[src/rtl/fdc_pkg.sv]
package fdc_pkg;

    // Flag vector; bit position equals the window index acc_addr[3:1].
    typedef struct packed {
        logic v7;
        logic v6;
        logic hsel;
        logic en;
        logic strb;
        logic ph2;
        logic ph1;
        logic ph0;
    } ctl_flags_t;

    localparam int unsigned FLAG_COUNT = 8;
    localparam int unsigned FLAG_IDX_W = $clog2(FLAG_COUNT);
    localparam logic [FLAG_IDX_W-1:0] IDX_STRB = 3'd3;

    typedef enum logic [1:0] {
        VIEW_DATA,
        VIEW_STATUS,
        VIEW_HSHAKE,
        VIEW_NONE
    } read_view_e;

    typedef struct packed {
        logic present;
        logic wprot;
        logic motor;
        logic track0;
        logic tach;
        logic two_heads;
        logic installed;
    } drive_cond_t;

    typedef enum logic [2:0] {
        CMD_IDLE,
        CMD_DIR,
        CMD_STEP,
        CMD_MOTOR,
        CMD_EJECT
    } drive_cmd_e;

    localparam logic [7:0] HSHAKE_BYTE = 8'hDF;
    localparam logic [7:0] OPEN_BYTE   = 8'hFF;
    localparam int unsigned MODE_W     = 5;

    function automatic read_view_e pick_view(input ctl_flags_t f);
        read_view_e v;
        case ({f.v7, f.v6})
            2'b00:   v = f.en ? VIEW_DATA : VIEW_NONE;
            2'b01:   v = VIEW_STATUS;
            2'b10:   v = VIEW_HSHAKE;
            default: v = VIEW_NONE;
        endcase
        return v;
    endfunction

    function automatic logic sense_of(input logic [3:0] idx, input drive_cond_t c);
        logic s;
        case (idx)
            4'b0001: s = ~c.present;
            4'b0011: s =  c.wprot;
            4'b0100: s = ~c.motor;
            4'b0101: s = ~c.track0;
            4'b0111: s = ~c.tach;
            4'b1100: s =  c.two_heads;
            4'b1110,
            4'b1111: s = ~c.installed;
            default: s = 1'b0;
        endcase
        return s;
    endfunction

    function automatic drive_cmd_e cmd_of(input ctl_flags_t f);
        drive_cmd_e c;
        case ({f.ph1, f.ph0, f.hsel})
            3'b000:  c = CMD_DIR;
            3'b010:  c = CMD_STEP;
            3'b100:  c = CMD_MOTOR;
            3'b110:  c = CMD_EJECT;
            default: c = CMD_IDLE;
        endcase
        return c;
    endfunction

endpackage

[src/rtl/fdc_flag_bank.sv]
module fdc_flag_bank
    import fdc_pkg::*;
(
    input  logic                  clk,
    input  logic                  rst,
    input  logic                  acc_valid,
    input  logic [FLAG_IDX_W:0]   acc_addr,
    output ctl_flags_t            flags,
    output logic                  strb_rise
);
    logic [FLAG_COUNT-1:0] bits_q;

    for (genvar i = 0; i < FLAG_COUNT; i++) begin : g_flag
        always_ff @(posedge clk) begin
            if (rst) begin
                bits_q[i] <= 1'b0;
            end else if (acc_valid && acc_addr[FLAG_IDX_W:1] == FLAG_IDX_W'(i)) begin
                bits_q[i] <= acc_addr[0];
            end
        end
    end

    assign flags     = ctl_flags_t'(bits_q);
    assign strb_rise = acc_valid && (acc_addr[FLAG_IDX_W:1] == IDX_STRB)
                       && acc_addr[0] && !bits_q[IDX_STRB];
endmodule

[src/rtl/fdc_sense_sel.sv]
module fdc_sense_sel
    import fdc_pkg::*;
#(
    parameter int unsigned NUM_DRIVES = 2,
    localparam int unsigned SEL_W = (NUM_DRIVES > 1) ? $clog2(NUM_DRIVES) : 1
)(
    input  ctl_flags_t            flags,
    input  logic [SEL_W-1:0]      drive_sel,
    input  logic [NUM_DRIVES-1:0] drv_present,
    input  logic [NUM_DRIVES-1:0] drv_wprot,
    input  logic [NUM_DRIVES-1:0] drv_motor,
    input  logic [NUM_DRIVES-1:0] drv_track0,
    input  logic [NUM_DRIVES-1:0] drv_tach,
    input  logic [NUM_DRIVES-1:0] drv_two_heads,
    input  logic [NUM_DRIVES-1:0] drv_installed,
    output logic                  sense
);
    drive_cond_t conds [NUM_DRIVES];
    drive_cond_t chosen;

    for (genvar d = 0; d < NUM_DRIVES; d++) begin : g_drv
        assign conds[d] = '{present:   drv_present[d],
                            wprot:     drv_wprot[d],
                            motor:     drv_motor[d],
                            track0:    drv_track0[d],
                            tach:      drv_tach[d],
                            two_heads: drv_two_heads[d],
                            installed: drv_installed[d]};
    end

    always_comb begin
        chosen = conds[0];
        for (int d = 0; d < NUM_DRIVES; d++) begin
            if (drive_sel == SEL_W'(d)) chosen = conds[d];
        end
    end

    assign sense = sense_of({flags.ph2, flags.ph1, flags.ph0, flags.hsel}, chosen);
endmodule

[src/rtl/fdc_cmd_pulse.sv]
module fdc_cmd_pulse
    import fdc_pkg::*;
(
    input  logic       clk,
    input  logic       rst,
    input  logic       strb_rise,
    input  ctl_flags_t flags,
    output logic       step_dir,
    output logic       step_pulse,
    output logic       motor_pulse,
    output logic       eject_pulse
);
    drive_cmd_e cmd;

    always_comb begin
        cmd = strb_rise ? cmd_of(flags) : CMD_IDLE;
    end

    always_ff @(posedge clk) begin
        if (rst) begin
            step_dir    <= 1'b0;
            step_pulse  <= 1'b0;
            motor_pulse <= 1'b0;
            eject_pulse <= 1'b0;
        end else begin
            step_pulse  <= (cmd == CMD_STEP);
            motor_pulse <= (cmd == CMD_MOTOR);
            eject_pulse <= (cmd == CMD_EJECT);
            if (cmd == CMD_DIR) step_dir <= flags.ph2;
        end
    end
endmodule

[src/rtl/fdc_regs.sv]
module fdc_regs
    import fdc_pkg::*;
#(
    parameter int unsigned SLOW_CELL = 32,
    parameter int unsigned FAST_CELL = 16,
    localparam int unsigned CELL_W = $clog2(SLOW_CELL + 1)
)(
    input  logic              clk,
    input  logic              rst,
    input  ctl_flags_t        flags,
    input  logic              rd_strobe,
    input  logic              wr_strobe,
    input  logic [7:0]        wr_data,
    input  logic              disk_byte_valid,
    input  logic [7:0]        disk_byte,
    output logic [MODE_W-1:0] mode_q,
    output logic [7:0]        data_q,
    output logic [CELL_W-1:0] cell_clocks
);
    logic wr_mode, wr_data_reg, rd_clear;

    assign wr_mode     = wr_strobe && flags.v7 && flags.v6 && !flags.en;
    assign wr_data_reg = wr_strobe && flags.v7 && flags.v6 &&  flags.en;
    assign rd_clear    = rd_strobe && (pick_view(flags) == VIEW_DATA) && data_q[7];

    always_ff @(posedge clk) begin
        if (rst) begin
            mode_q      <= '0;
            cell_clocks <= CELL_W'(SLOW_CELL);
        end else if (wr_mode) begin
            mode_q <= wr_data[MODE_W-1:0];
            case (wr_data[4:3])
                2'b10:   cell_clocks <= CELL_W'(SLOW_CELL);
                2'b11:   cell_clocks <= CELL_W'(FAST_CELL);
                default: cell_clocks <= cell_clocks;
            endcase
        end
    end

    always_ff @(posedge clk) begin
        if (rst) begin
            data_q <= '0;
        end else if (wr_data_reg) begin
            data_q <= wr_data;
        end else if (disk_byte_valid) begin
            data_q <= disk_byte;
        end else if (rd_clear) begin
            data_q <= '0;
        end
    end
endmodule

[src/rtl/fdc_host_ctrl.sv]
module fdc_host_ctrl
    import fdc_pkg::*;
#(
    parameter int unsigned NUM_DRIVES = 2,
    parameter int unsigned SLOW_CELL  = 32,
    parameter int unsigned FAST_CELL  = 16,
    localparam int unsigned SEL_W  = (NUM_DRIVES > 1) ? $clog2(NUM_DRIVES) : 1,
    localparam int unsigned CELL_W = $clog2(SLOW_CELL + 1)
)(
    input  logic                  clk,
    input  logic                  rst,
    input  logic                  acc_valid,
    input  logic [3:0]            acc_addr,
    input  logic                  rd_strobe,
    input  logic                  wr_strobe,
    input  logic [7:0]            wr_data,
    input  logic                  disk_byte_valid,
    input  logic [7:0]            disk_byte,
    input  logic [SEL_W-1:0]      drive_sel,
    input  logic [NUM_DRIVES-1:0] drv_present,
    input  logic [NUM_DRIVES-1:0] drv_wprot,
    input  logic [NUM_DRIVES-1:0] drv_motor,
    input  logic [NUM_DRIVES-1:0] drv_track0,
    input  logic [NUM_DRIVES-1:0] drv_tach,
    input  logic [NUM_DRIVES-1:0] drv_two_heads,
    input  logic [NUM_DRIVES-1:0] drv_installed,
    output logic [7:0]            rd_data,
    output logic [CELL_W-1:0]     cell_clocks,
    output logic                  step_dir,
    output logic                  step_pulse,
    output logic                  motor_pulse,
    output logic                  eject_pulse
);
    ctl_flags_t        flags;
    logic              strb_rise;
    logic              sense;
    logic [MODE_W-1:0] mode_q;
    logic [7:0]        data_q;

    fdc_flag_bank u_flags (
        .clk       (clk),
        .rst       (rst),
        .acc_valid (acc_valid),
        .acc_addr  (acc_addr),
        .flags     (flags),
        .strb_rise (strb_rise)
    );

    fdc_sense_sel #(.NUM_DRIVES(NUM_DRIVES)) u_sense (
        .flags         (flags),
        .drive_sel     (drive_sel),
        .drv_present   (drv_present),
        .drv_wprot     (drv_wprot),
        .drv_motor     (drv_motor),
        .drv_track0    (drv_track0),
        .drv_tach      (drv_tach),
        .drv_two_heads (drv_two_heads),
        .drv_installed (drv_installed),
        .sense         (sense)
    );

    fdc_cmd_pulse u_cmd (
        .clk         (clk),
        .rst         (rst),
        .strb_rise   (strb_rise),
        .flags       (flags),
        .step_dir    (step_dir),
        .step_pulse  (step_pulse),
        .motor_pulse (motor_pulse),
        .eject_pulse (eject_pulse)
    );

    fdc_regs #(.SLOW_CELL(SLOW_CELL), .FAST_CELL(FAST_CELL)) u_regs (
        .clk             (clk),
        .rst             (rst),
        .flags           (flags),
        .rd_strobe       (rd_strobe),
        .wr_strobe       (wr_strobe),
        .wr_data         (wr_data),
        .disk_byte_valid (disk_byte_valid),
        .disk_byte       (disk_byte),
        .mode_q          (mode_q),
        .data_q          (data_q),
        .cell_clocks     (cell_clocks)
    );

    always_comb begin
        case (pick_view(flags))
            VIEW_DATA:   rd_data = data_q;
            VIEW_STATUS: rd_data = {sense, 1'b0, flags.en, mode_q};
            VIEW_HSHAKE: rd_data = HSHAKE_BYTE;
            default:     rd_data = OPEN_BYTE;
        endcase
    end
endmodule

[config.mk]
export PLATFORM = sky130hd
export DESIGN_NAME = fdc_host_ctrl
export DESIGN_NICKNAME = d
export VERILOG_FILES = /design/src/rtl/fdc_pkg.sv /design/src/rtl/fdc_flag_bank.sv /design/src/rtl/fdc_sense_sel.sv /design/src/rtl/fdc_cmd_pulse.sv /design/src/rtl/fdc_regs.sv /design/src/rtl/fdc_host_ctrl.sv
export SDC_FILE = /design/constraint.sdc
export NUM_CORES = 1
export LEC_CHECK = 0
export ABC_AREA = 1
export BUFFER_PORTS_ARGS = -buffer_cell sky130_fd_sc_hd__buf_2
export CAP_MARGIN = 15
export CORE_ASPECT_RATIO = 1.5
export CORE_MARGIN = 2
export CORE_UTILIZATION = 30
export CTS_BUF_LIST = sky130_fd_sc_hd__clkbuf_4 sky130_fd_sc_hd__clkbuf_8 sky130_fd_sc_hd__clkbuf_16
export DETAILED_ROUTE_END_ITERATION = 8
export SYNTH_ARGS = -nofsm -noshare
export SYNTH_HDL_FRONTEND = slang
export SYNTH_SLANG_ARGS = --single-unit
[constraint.sdc]
create_clock -name clk -period 1.54 [get_ports clk]
set_clock_uncertainty 0.15 [all_clocks]
set_input_delay 0.154 -clock clk [delete_from_list [all_inputs] [get_ports clk]]
set_output_delay 0.154 -clock clk [all_outputs]
set_load 0.01 [all_outputs]
-- Word-level counts from Yosys, hierarchy flattened
Index checks and enable logic that the tools add are counted.
- output and inout bits: 18
- register bits: 31
- multiplexer cells: 11
- equal/unequal tests: 28
- bitwise gates (word level): 5
- reductions and logical operators: 26
- operators with widths (operator ; count):
    two-way mux 8 bit ; 3
    case mux 8 bit (3 select lines) ; 1
    == test 3 bit (second input constant) ; 7
    logical AND 1 bit ; 16
    == test 3 x 2 -> 1 bit (second input constant) ; 5
    == test 4 x 3 -> 1 bit (second input constant) ; 3
    == test 4 bit (second input constant) ; 3
    case mux 3 bit (4 select lines) ; 1
    case mux 6 bit (2 select lines) ; 1
    == test 2 bit (second input constant) ; 4
    two-way mux 7 bit ; 1
    case mux 1 bit (7 select lines) ; 1
    == test 3 x 1 -> 1 bit (second input constant) ; 2
    zero test 3 bit ; 2
    case mux 2 bit (3 select lines) ; 1
    NOT 1 bit ; 5
    == test 2 x 1 -> 1 bit (second input constant) ; 2
    == test 4 x 1 -> 1 bit (second input constant) ; 1
    == test 4 x 2 -> 1 bit (second input constant) ; 1
    zero test 2 bit ; 2
    two-way mux 3 bit ; 1
    nonzero test 3 bit ; 1
    zero test 1 bit ; 2
    two-way mux 2 bit ; 1
    3 further kinds ; 3

-- Longest topological paths before layout
Gate-level depths: netlist of run 1.
- depth after elaboration: 8
- depth in mapped cells: 10
- mapped depth without buffers: 9

-- Cells and area by module
From an unflattened synthesis of run 1, not the netlist that was laid out.
- cell total of the unflattened synthesis: 315
- area total of the unflattened synthesis: 1826.8 µm²
- modules (own cells, without submodules) (module ; cells each ; area an instance (µm²) ; instances):
    fdc_regs ; 142 ; 882.1 ; 1
    fdc_flag_bank ; 59 ; 390.4 ; 1
    fdc_sense_sel ; 61 ; 246.5 ; 1
    fdc_host_ctrl ; 34 ; 161.4 ; 1
    fdc_cmd_pulse ; 19 ; 146.4 ; 1

-- Worst setup path after synthesis of run 1
Ideal clock, no wire load.
- path type: reg2reg
- from: register u_flags.bits_q[6] (netlist: u_flags.flags[6])
- to: register u_regs.data_q[3]
- cell stages (with the launch flop): 8
- data required time: 1.274 ns
- library setup time: 0.116 ns
- arrival time: 1.072 ns
- clock period less this slack: 1.338 ns
- setup slack: 0.202 ns
- buffers on the path: 0
- cell sequence: dfxtp_1 nand3_2 nor2_4 nor2_1 nand2_2 inv_2 nor2_1 nor2_1
- cells in the longest elaborated chain, start to end: 6
- elaborated cells on any way between the ends: 11
- RTL lines (element ; line ; text):
    start, declared ; fdc_flag_bank.sv:11 ; logic [FLAG_COUNT-1:0] bits_q;
    start signal, assigned by index ; fdc_flag_bank.sv:18 ; bits_q[i] <= acc_addr[0];
    == test 2 bit (tied with other cells) ; fdc_pkg.sv:50 ; case ({f.v7, f.v6})
    case mux 2 bit (3 select lines) ; fdc_pkg.sv:50 ;
    zero test 2 bit ; fdc_regs.sv:24 ; assign rd_clear = rd_strobe && (pick_view(flags) == VIEW_DATA) && data_q[7];
    logical AND 1 bit (2 in series) ; fdc_regs.sv:24 ;
    nonzero test 3 bit (no source line) ; - ;
    end signal, assigned ; fdc_regs.sv:44 ; data_q <= wr_data;
    end signal, assigned ; fdc_regs.sv:46 ; data_q <= disk_byte;
    end, declared ; fdc_regs.sv:17 ; output logic [7:0] data_q,
Parallel ways exist; a longest one is shown, timed or not.
A chain may end at the register's enable or synchronous reset.

-- Final worst setup path of run 1
- from: register u_flags.bits_q[2] (netlist: u_flags.flags[2])
- to: output rd_data[7]
- cells in the longest elaborated chain, start to end: 4
- elaborated cells on any way between the ends: 11
- RTL lines (element ; line ; text):
    == test 4 bit ; fdc_pkg.sv:61 ; case (idx)
    OR reduction 2 bit ; fdc_pkg.sv:61 ;
    case mux 1 bit (7 select lines) * ; fdc_pkg.sv:61 ;
    case mux 8 bit (3 select lines) * ; fdc_host_ctrl.sv:88 ; case (pick_view(flags))
    end, declared ; fdc_host_ctrl.sv:27 ; output logic [7:0] rd_data,
Mark *: on every way between the ends. The rest lies on a longest branch, timed or not.

==> results.md, run 1 <==
* Post-route ant nets at 0
* Final Hold Vio Count at 1
* Final worst-path cycle share at 1.069
* Routability cong. at 0.8637
* First-pass GRT wire length at 6693 um
* Final min period at 1.646 ns
* Initial drt markers at 15
* Clk slew on worst S/H paths at 0.09 ns
* Critical Path Sink Type: output port
* Finished Cell Area at 2181 sq um
* Final Setup Violations at 5
* Post-synth top area share at 0.3538
* Nets@finish at 366
* Dominant cells by area after synthesis: dfxtp_1, nand2_1, nor2_1
* Total track usage at 0.1434
* Placed inst area at 1878 sq um
* CTS tree: done
* Max Clk Rate at 607.5 MHz
* Synth Flop Type: dfxtp_1
* Dpl hpwl at 3026 um
* Final Util at 0.4462
* Reg2reg start: u_flags.flags[6]
* Number of global-route vias before repair at 1524
* Final global-route overflow total at 0
* Failing checks: hold timing, setup timing
* Worst skew pair latency at 0.27 ns
* Crit path max fanout at 3
* # DRC at 0
* P_leak at 0.001037 uW
* I/O pin total at 59
* Fraction of registers with async set/reset at 0
* Total power at 1421 uW
* CORE AREA at 4887 sq um
* Most frequent cells after synthesis: nand2_1, nor2_1, dfxtp_1
* Synth area leader: dfxtp_1
* Post-Synthesis Cell Area at 1528 sq um
* Critical path arrival at 1.34 ns
* Final WL at 4028 um
* RSZ-0062 raised after global routing: true
* Synth cell types at 23
* Wire per inst at 10.33 um
* Max_cap viols at 0
* Largest net degree at the start of global routing at 16
* Worst reg2reg endpoint: u_regs.data_q[3]
* Via count at 1739
* Drt pass-1 iters at 4
* I/O Buffers at 54
* ANT cells at 0
* Die Span X at 62.27 um
* PD cells at 651.5 nW/um^2
* Status: finished with violations
* Reg2Reg Setup Slack at 0.05 ns
* Cts bufs inserted at 3
* Number of synthesized flops with an enable pin at 0
* CTS Root Buffer Type: clkbuf_8
* Die height at 91.40 um
* Footprint of the multi-input gates at 888.4 sq um
* Post-Syn Area per Cell at 6.135 sq um
* Hold Path Class: input pin to register
* Area Growth Syn to Fin at 42.75%
* Total die area at 5691 sq um
* Slew Viols, Final at 0
* Via density at 4.459
* Hold wc startpoint: wr_data[7]
* WHS at -0.001244 ns
* CP Launch Type: register
* VDD IR max at 0.2984 mV
* Worst-case reg-to-reg path depth at 8
* Sequential cell area at 559.3 sq um
* CTS sink count at 27
* Post-synthesis sequential area ratio at 0.3538
* Hold Path Sink: u_regs.data_q[7]
* Synth Instances at 249
* FF+latch count, synth at 27
* Filler cells at 547
* H-tree levels at 1
* Share of layout cells above drive strength 1 at 0.3580
* CTS Buffer Depth at 2
* Most frequent cell after synthesis: nand2_1
* Setup CP Type: register to output port
* Initial Util at 0.3126
* Row Count at 31
* Setup TNS at -0.1943 ns
* Setup ws final at -0.1061 ns
* Worst Path Required at 1.24 ns
* Initial antenna violation count at 0
* Yosys warning count at 0
* Hold Crit Depth at 3
-- per-stage QoR --
| stage | setup WS (ns) | std cells |
|---|---|---|
| 3_5_place_dp | 0.09433 | 369 |
| 6_report | -0.1061 | 390 |
| 5_1_grt | -0.2120 | 390 |
| 2_1_floorplan | 0.2019 | 252 |
| 3_3_place_gp | 0.03721 | 369 |
| 4_1_cts | -0.08121 | 382 |
-- cells in the final DEF, fill, tap and decap left out, types with 3 or more instances in the layout --
cell	synthesis	layout
buf_6	1	5
buf_4	4	15
o22a_1	4	4
o21ai_0	20	19
conb_1	1	4
dfxtp_4	0	4
inv_1	24	20
nand2_1	68	64
nand3_1	5	4
nor2_1	47	38
a21oi_1	14	14
o21ai_1	11	11
buf_2	2	53
dfxtp_1	27	20
nand4_1	4	4
inv_4	0	4
inv_2	7	6
nand2_2	1	3
dfxtp_2	0	3
dlygate4sd3_1	0	4
clkbuf_8	0	3
nor2_2	1	10
-- sequential cells by signal, summed over array words and instances (netlist names) --
register / flops
u_flags.flags: 8
u_regs.data_q: 8
u_regs.mode_q: 5
u_regs.cell_clocks: 2
u_cmd.eject_pulse: 1
u_cmd.motor_pulse: 1
u_cmd.step_dir: 1
u_cmd.step_pulse: 1
-- report_power, final --
group	switching [uW]	internal (uW)	total (uW)
combinational	151	134	285
clock	220	181	402
sequential	19.1	715	734
total	391	1030	1420
-- what timing repair did --
| item | CTS | global route |
|---|---|---|
| hold buffers | 4 | 0 |
| setup endpoints to repair | 8 | 20 |
| endpoints found under the hold margin | 7 | 0 |
| resized for setup | 22 | 23 |
| buffers inserted | 5 | 7 |
| pin swaps | 1 | 9 |
| gates cloned | 0 | 1 |
-- worst max-delay path, cell delays in order (launching register included) --
cell and delay, ns:
dfxtp_4 0.37, nor2_2 0.15, nand3_1 0.09, nor2_1 0.10, nor2_1 0.05, nand2_1 0.08, nand2_1 0.05, nand2_1 0.07
buf_6 0.10
-- cell type report --
class | count | share of cell area
Clock buffer | 3 | 0.01893
Clock inverter | 1 | 0.002295
Inverter | 31 | 0.05967
Multi-Input combinational cell | 185 | 0.4073
Sequential cell | 27 | 0.2565
Tap cell | 66 | 0.03787
Timing Repair Buffer | 77 | 0.2174
-- layer usage --
layer / wire, um / GRT usage
met1: 1624 / 0.1551
met2: 2135 / 0.2772
met3: 192 / 0.02230
met4: 77 / 0.05000
met5: 0 / 0
-- worst max-delay path by stage --
stage | startpoint | to | slack [ns] | cells after the start
after global placement | u_flags.flags[0] | rd_data[7] | 0.04 | 10
after global routing | u_flags.flags[5] | rd_data[7] | -0.21 | 10
after detailed placement | u_flags.flags[0] | rd_data[7] | 0.09 | 10
after CTS | u_flags.flags[2] | rd_data[7] | -0.08 | 10
final | u_flags.flags[2] | rd_data[7] | -0.11 | 8
after floorplan | u_flags.flags[6] | u_regs.data_q[3] | 0.20 | 7
-- kinds of logic after synthesis --
| kind of cell | synth area share |
|---|---|
| other | 0.002455 |
| DFF | 0.3538 |
| and+or+nand+nor | 0.3538 |
| AOI/OAI and AO/OA | 0.1753 |
| buffers and inverters | 0.1147 |
Power figures use the tool's default switching activity.
==> run 2: changes to the inputs <==
--- a/config.mk
+++ b/config.mk
@@ -13,6 +13,7 @@
 export CORE_UTILIZATION = 30
 export CTS_BUF_LIST = sky130_fd_sc_hd__clkbuf_4 sky130_fd_sc_hd__clkbuf_8 sky130_fd_sc_hd__clkbuf_16
 export DETAILED_ROUTE_END_ITERATION = 8
+export SKIP_CTS_REPAIR_TIMING = 1
 export SYNTH_ARGS = -nofsm -noshare
 export SYNTH_HDL_FRONTEND = slang
 export SYNTH_SLANG_ARGS = --single-unit
==> constraint.sdc (replaced) <==
create_clock -name clk -period 1.65 [get_ports clk]
set_clock_uncertainty 0.15 [all_clocks]
set_input_delay 0.165 -clock clk [delete_from_list [all_inputs] [get_ports clk]]
set_output_delay 0.165 -clock clk [all_outputs]
set_load 0.01 [all_outputs]
==> run 2 against run 1 <==
- the run still ends with hold timing, setup timing left
- flip-flop and latch count unchanged
- cell area decreased by 8.1%
- combinational power decreased by 20%
- cell count decreased by 3.8%
- sequential power decreased by 6.7%
- critical path type unchanged
==> results.md, run 2 (same netlist as run 1, synthesis figures left out) <==
* Status: finished with violations
* Failing checks: hold timing, setup timing
* Via density at 4.477 (+0.41%)
* Crit path cell chain: nor2_1, nand3_1, nor2_1, nor2_1, nand2_1, nand2_1, nand2_1, buf_2
* Worst reg2reg endpoint: u_regs.data_q[6]
* PD cells at 650.2 nW/um^2 (-0.20%)
* Most common cell after layout, fill and taps aside: nand2_1
* Commonest cells after routing, fill and taps aside: nand2_1, buf_2, nor2_1
* Final Hold Vio Count at 3 (+2)
* Die Span X at 62.27 um (unchanged)
* Reg2reg start: u_flags.flags[6]
* Largest net degree at the start of global routing at 17 (+1)
* Max Clk Rate at 594.2 MHz
* I/O Buffers at 54 (unchanged)
* First-pass GRT wire length at 6403 um (-4.3%)
* Total die area at 5691 sq um (unchanged)
* Critical Path Sink Type: output port
* Initial drt markers at 57 (+42)
* ANT cells at 0 (unchanged)
* Setup CP Type: register to output port
* Nets@finish at 351 (-4.1%)
* Final global-route overflow total at 0 (unchanged)
* CP Buf/Inv Count at 1 (unchanged)
* Worst skew pair latency at 0.27 ns (about the same)
* Setup TNS at -0.03290 ns (+0.1614 ns)
* Worst-case reg-to-reg path depth at 6 (-2)
* Finished Cell Area at 2004 sq um (-8.1%)
* Final worst-path cycle share at 1.020
* CORE AREA at 4887 sq um (unchanged)
* Hold wc startpoint: wr_data[2]
* WHS at -0.01102 ns (-0.009773 ns)
* I/O pin total at 59 (unchanged)
* Crit path max fanout at 6 (+3)
* Reg2Reg Setup Slack at 0.26 ns (+0.21 ns)
* Filler cells at 572 (+4.6%)
* Max_cap viols at 0 (unchanged)
* Final Non-Filler Cells at 375 (-3.8%)
* Dpl hpwl at 3057 um (+1.0%)
* VDD IR max at 0.3172 mV (+6.3%)
* Via count at 1679 (-3.5%)
* Setup ws final at -0.03290 ns (+0.07319 ns)
* Post-route ant nets at 0 (unchanged)
* CP max-delay cell: dfxtp_4
* CTS Root Buffer Type: clkbuf_8
* Hold Crit Depth at 3 (unchanged)
* RSZ-0062 raised after global routing: true
* Final Setup Violations at 1 (-4)
* H-tree levels at 1 (unchanged)
* Row Count at 31 (unchanged)
* P_leak at 0.0009568 uW (-7.8%)
* Drt pass-1 iters at 4 (unchanged)
* CTS tree: done
* Final min period at 1.683 ns
* Hold Path Class: input pin to register
* Metal2 WL at 2138 um (+0.14%)
* Hold Path Sink: u_regs.mode_q[2]
* Critical path arrival at 1.37 ns (+0.03 ns)
* DP Cell Count at 365 (-1.1%)
* Total track usage at 0.1390 (-0.004357)
* CP top delay family: simple AND/OR/NAND/NOR gates
* Routability cong. at 0.7820 (-9.5%)
* Worst Path Required at 1.33 ns (+0.09 ns)
* Area Growth Syn to Fin at 31.20%
* Slew Viols, Final at 0 (unchanged)
* Top sig layer: met4
* Met3 wire length at 221 um (+15%)
* Number of global-route vias before repair at 1549 (+1.6%)
* Wire per inst at 10.46 um (+1.3%)
* CTS Buffer Depth at 2 (unchanged)
* Initial Util at 0.3126 (unchanged)
* Die height at 91.40 um (unchanged)
* Met1 WL at 1506 um (-7.3%)
* Share of layout cells above drive strength 1 at 0.3074 (-0.05058)
* # DRC at 0 (unchanged)
* Placed inst area at 1848 sq um (-1.6%)
* Cts bufs inserted at 3 (unchanged)
* Slowest stage delay, CP at 0.39 ns (+0.02 ns)
* Final WL at 3923 um (-2.6%)
* CTS sink count at 27 (unchanged)
* Clk slew on worst S/H paths at 0.10 ns (about the same)
* CP Launch Type: register
* Initial antenna violation count at 0 (unchanged)
run 2: per-layer routing:
layer  vias up  track usage
li1        897            -
met1       728       0.1384
met2        50       0.2708
met3         4      0.02478
met4         0      0.06852
met5         -            0
run 2: worst register-to-register path, cell delays in order, from the launching register on:
cell,delay (ns)
dfxtp_4,0.38
nor3_4,0.22
nand3_1,0.11
nand2_2,0.17
inv_2,0.10
nor2_1,0.10
nor2_1,0.05
run 2: area by class of cell:
class                      instances  area, sq um  share of cell area
tap                               66        82.58             0.04120
clock inverter                     1        7.507            0.003745
timing repair buffer              62        330.3              0.1648
clock buffer                       3        41.29             0.02060
inverter                          31        123.9             0.06180
sequential                        27        561.8              0.2803
multi-input combinational        185        857.1              0.4276
run 2: worst max path at each step:
stage | slack, ns | startpoint | cells after the start | end
3_3_place_gp | 0.16 | u_flags.flags[0] | 10 | rd_data[7]
3_5_place_dp | 0.17 | u_flags.flags[4] | 7 | u_regs.data_q[6]
4_1_cts | -0.15 | u_flags.flags[0] | 10 | rd_data[7]
5_1_grt | -0.17 | u_flags.flags[0] | 10 | rd_data[7]
6_report | -0.03 | u_flags.flags[1] | 8 | rd_data[7]
2_1_floorplan | 0.31 | u_flags.flags[6] | 7 | u_regs.data_q[3]
run 2: power by group:
group	internal (uW)	total, uW	switching (uW)
registers	667	685	18.5
logic	98.7	228	129
clock network	172	390	218
run 2: stage by stage:
step / total power (uW) / setup WS, ns / util
6_report: 1303 / -0.03290 / 0.4101
5_1_grt: 1372 / -0.1659 / 0.4101
4_1_cts: 1302 / -0.1473 / 0.3881
3_5_place_dp: 917.5 / 0.1704 / 0.3781
3_3_place_gp: 916.0 / 0.1614 / 0.3781
2_1_floorplan: 828.4 / 0.3119 / -
==> run 3: changes to the inputs <==
--- a/config.mk
+++ b/config.mk
@@ -13,6 +13,7 @@
 export CORE_UTILIZATION = 30
 export CTS_BUF_LIST = sky130_fd_sc_hd__clkbuf_4 sky130_fd_sc_hd__clkbuf_8 sky130_fd_sc_hd__clkbuf_16
 export DETAILED_ROUTE_END_ITERATION = 8
+export MAX_ROUTING_LAYER = met4
 export SKIP_CTS_REPAIR_TIMING = 1
 export SYNTH_ARGS = -nofsm -noshare
 export SYNTH_HDL_FRONTEND = slang
==> run 3 against run 2 <==
- the flow still finishes with violations (hold timing, setup timing)
- utilization stayed put
- sequential power about the same
- global-route usage is 0.38 points higher
- cell area did not move
- critical path type unchanged
- combinational power about the same
- critical endpoint unchanged
- non-clock buffer count did not move
- flip-flop and latch count unchanged
- critical path depth unchanged
- clock-buffer cell count is the same
==> results.md, run 3 (same netlist as run 1, synthesis figures left out) <==
* Via count at 1692 (+0.77%)
* Dpl hpwl at 3057 um (unchanged)
* Final min period at 1.685 ns (+0.002228 ns)
* Hold Path Class: input pin to register
* Critical Path Sink Type: output port
* Post-route ant nets at 0 (unchanged)
* Max_cap viols at 0 (unchanged)
* Share of layout cells above drive strength 1 at 0.3074 (unchanged)
* Largest net degree at the start of global routing at 17 (unchanged)
* CP Launch Type: register
* Initial drt markers at 55 (-3.5%)
* Final Setup Violations at 1 (unchanged)
* Crit path max fanout at 6 (unchanged)
* Cts bufs inserted at 3 (unchanged)
* Die height at 91.40 um (unchanged)
* Total power at 1303 uW (about the same)
* CP max-delay cell: dfxtp_4
* CP top delay family: simple AND/OR/NAND/NOR gates
* Crit path cell chain: nor2_1, nand3_1, nor2_1, nor2_1, nand2_1, nand2_1, nand2_1, buf_2
* Final WL at 3941 um (+0.46%)
* Final Hold Vio Count at 4 (+1)
* Clock power frac at 0.299 (about the same)
* Nets@finish at 351 (unchanged)
* Number of global-route vias before repair at 1549 (unchanged)
* Final worst-path cycle share at 1.021 (+0.001350)
* Slew Viols, Final at 0 (unchanged)
* Logic gate share of total power at 0.175 (about the same)
* Initial Util at 0.3126 (unchanged)
* WHS at -0.008411 ns (+0.002607 ns)
* ANT cells at 0 (unchanged)
* Failing checks: hold timing, setup timing
* Total track usage at 0.1429 (+0.003839)
* Placed inst area at 1848 sq um (unchanged)
* Pint at 937.2 uW (about the same)
* # DRC at 0 (unchanged)
* CP Buf/Inv Count at 1 (unchanged)
* Routability cong. at 0.7928 (+1.4%)
* Reg power frac at 0.526 (about the same)
* CTS Buffer Depth at 2 (unchanged)
* Total die area at 5691 sq um (unchanged)
* Finished Cell Area at 2004 sq um (unchanged)
* First-pass GRT wire length at 6403 um (unchanged)
* Max Clk Rate at 593.4 MHz (-0.13%)
* VDD IR max at 0.3160 mV (-0.37%)
* Status: finished with violations
* Most common cell after layout, fill and taps aside: nand2_1
* P_leak at 0.0009568 uW (unchanged)
* Switching Share at 0.2806 (-0.0003568)
* Drt pass-1 iters at 4 (unchanged)
* Pre-CTS WS at 0.1704 ns (unchanged)
* Final global-route overflow total at 0 (unchanged)
* Wire per inst at 10.51 um (+0.46%)
* CTS tree: done
* CORE AREA at 4887 sq um (unchanged)
* RSZ-0062 raised after global routing: true
* Slowest stage delay, CP at 0.39 ns (about the same)
* Critical path arrival at 1.37 ns (about the same)
* I/O Buffers at 54 (unchanged)
* I/O pin total at 59 (unchanged)
* Initial antenna violation count at 0 (unchanged)
* PD cells at 649.9 nW/um^2 (about the same)
* Row Count at 31 (unchanged)
* CTS sink count at 27 (unchanged)
* Switch Pwr at 365.5 uW (-0.17%)
* Setup ws final at -0.03513 ns (-0.002228 ns)
* CTS Root Buffer Type: clkbuf_8
* Worst skew pair latency at 0.28 ns (about the same)
* Area Growth Syn to Fin at 31.20% (unchanged)
* Setup CP Type: register to output port
* Setup TNS at -0.03513 ns (-0.002228 ns)
* Commonest cells after routing, fill and taps aside: nand2_1, buf_2, nor2_1
* Clk slew on worst S/H paths at 0.09 ns (about the same)
* H-tree levels at 1 (unchanged)
* Die Span X at 62.27 um (unchanged)
* Worst Path Required at 1.33 ns (about the same)
* Via density at 4.512 (+0.77%)
## run 3: cell counts in the layout (fill, tap and decap cells not counted)
No cell type changed its count.
## run 3: final cells by class
class / count / area (sq um)
timing repair buffer: 62 / 330.3
multi-input combinational: 185 / 857.1
fill: 572 / 2883
tap: 66 / 82.58
clock buffer: 3 / 41.29
clock inverter: 1 / 7.507
sequential: 27 / 561.8
inverter: 31 / 123.9
## run 3: final timing paths
kind | start | end | slack [ns] | cells past startpoint
worst min-delay path | wr_data[0] | u_regs.mode_q[0] | -0.008 | 3
worst min register to register | u_regs.cell_clocks[5] | u_regs.cell_clocks[5] | 0.32 | 2
worst max-delay path | u_flags.flags[1] | rd_data[7] | -0.04 | 8
worst max register to register | u_flags.flags[7] | u_regs.data_q[6] | 0.27 | 6
## run 3: power groups by stage
stage	Combinational [uW]	Sequential, uW	Clock [uW]
CTS	217	687	398
global route	261	688	422
floorplan	131	698	0
detailed placement	216	702	0
finish	228	685	389
global placement	215	701	0
## run 3: worst register-to-register path, stage by stage, from the launching register on
cell     delay [ns]
dfxtp_2        0.40
nand3_2        0.13
nor2_4         0.11
buf_4          0.21
o21ai_0        0.12
nor2_1         0.12
nor2_1         0.05
## run 3: metrics by stage
| stage | utilization | instances |
|---|---|---|
| 2_1_floorplan | - | 252 |
| 3_3_place_gp | 0.3781 | 365 |
| 3_5_place_dp | 0.3781 | 365 |
| 4_1_cts | 0.3881 | 369 |
| 5_1_grt | 0.4101 | 375 |
| 6_report | 0.4101 | 375 |
## run 3: layer usage
metal / GRT usage / part of all wire / vias up
met1: 0.1430 / 0.39 / 735
met2: 0.2708 / 0.54 / 53
li1: - / - / 897
met5: - / 0 / -
met3: 0.01735 / 0.047 / 7
met4: 0.06852 / 0.024 / 0
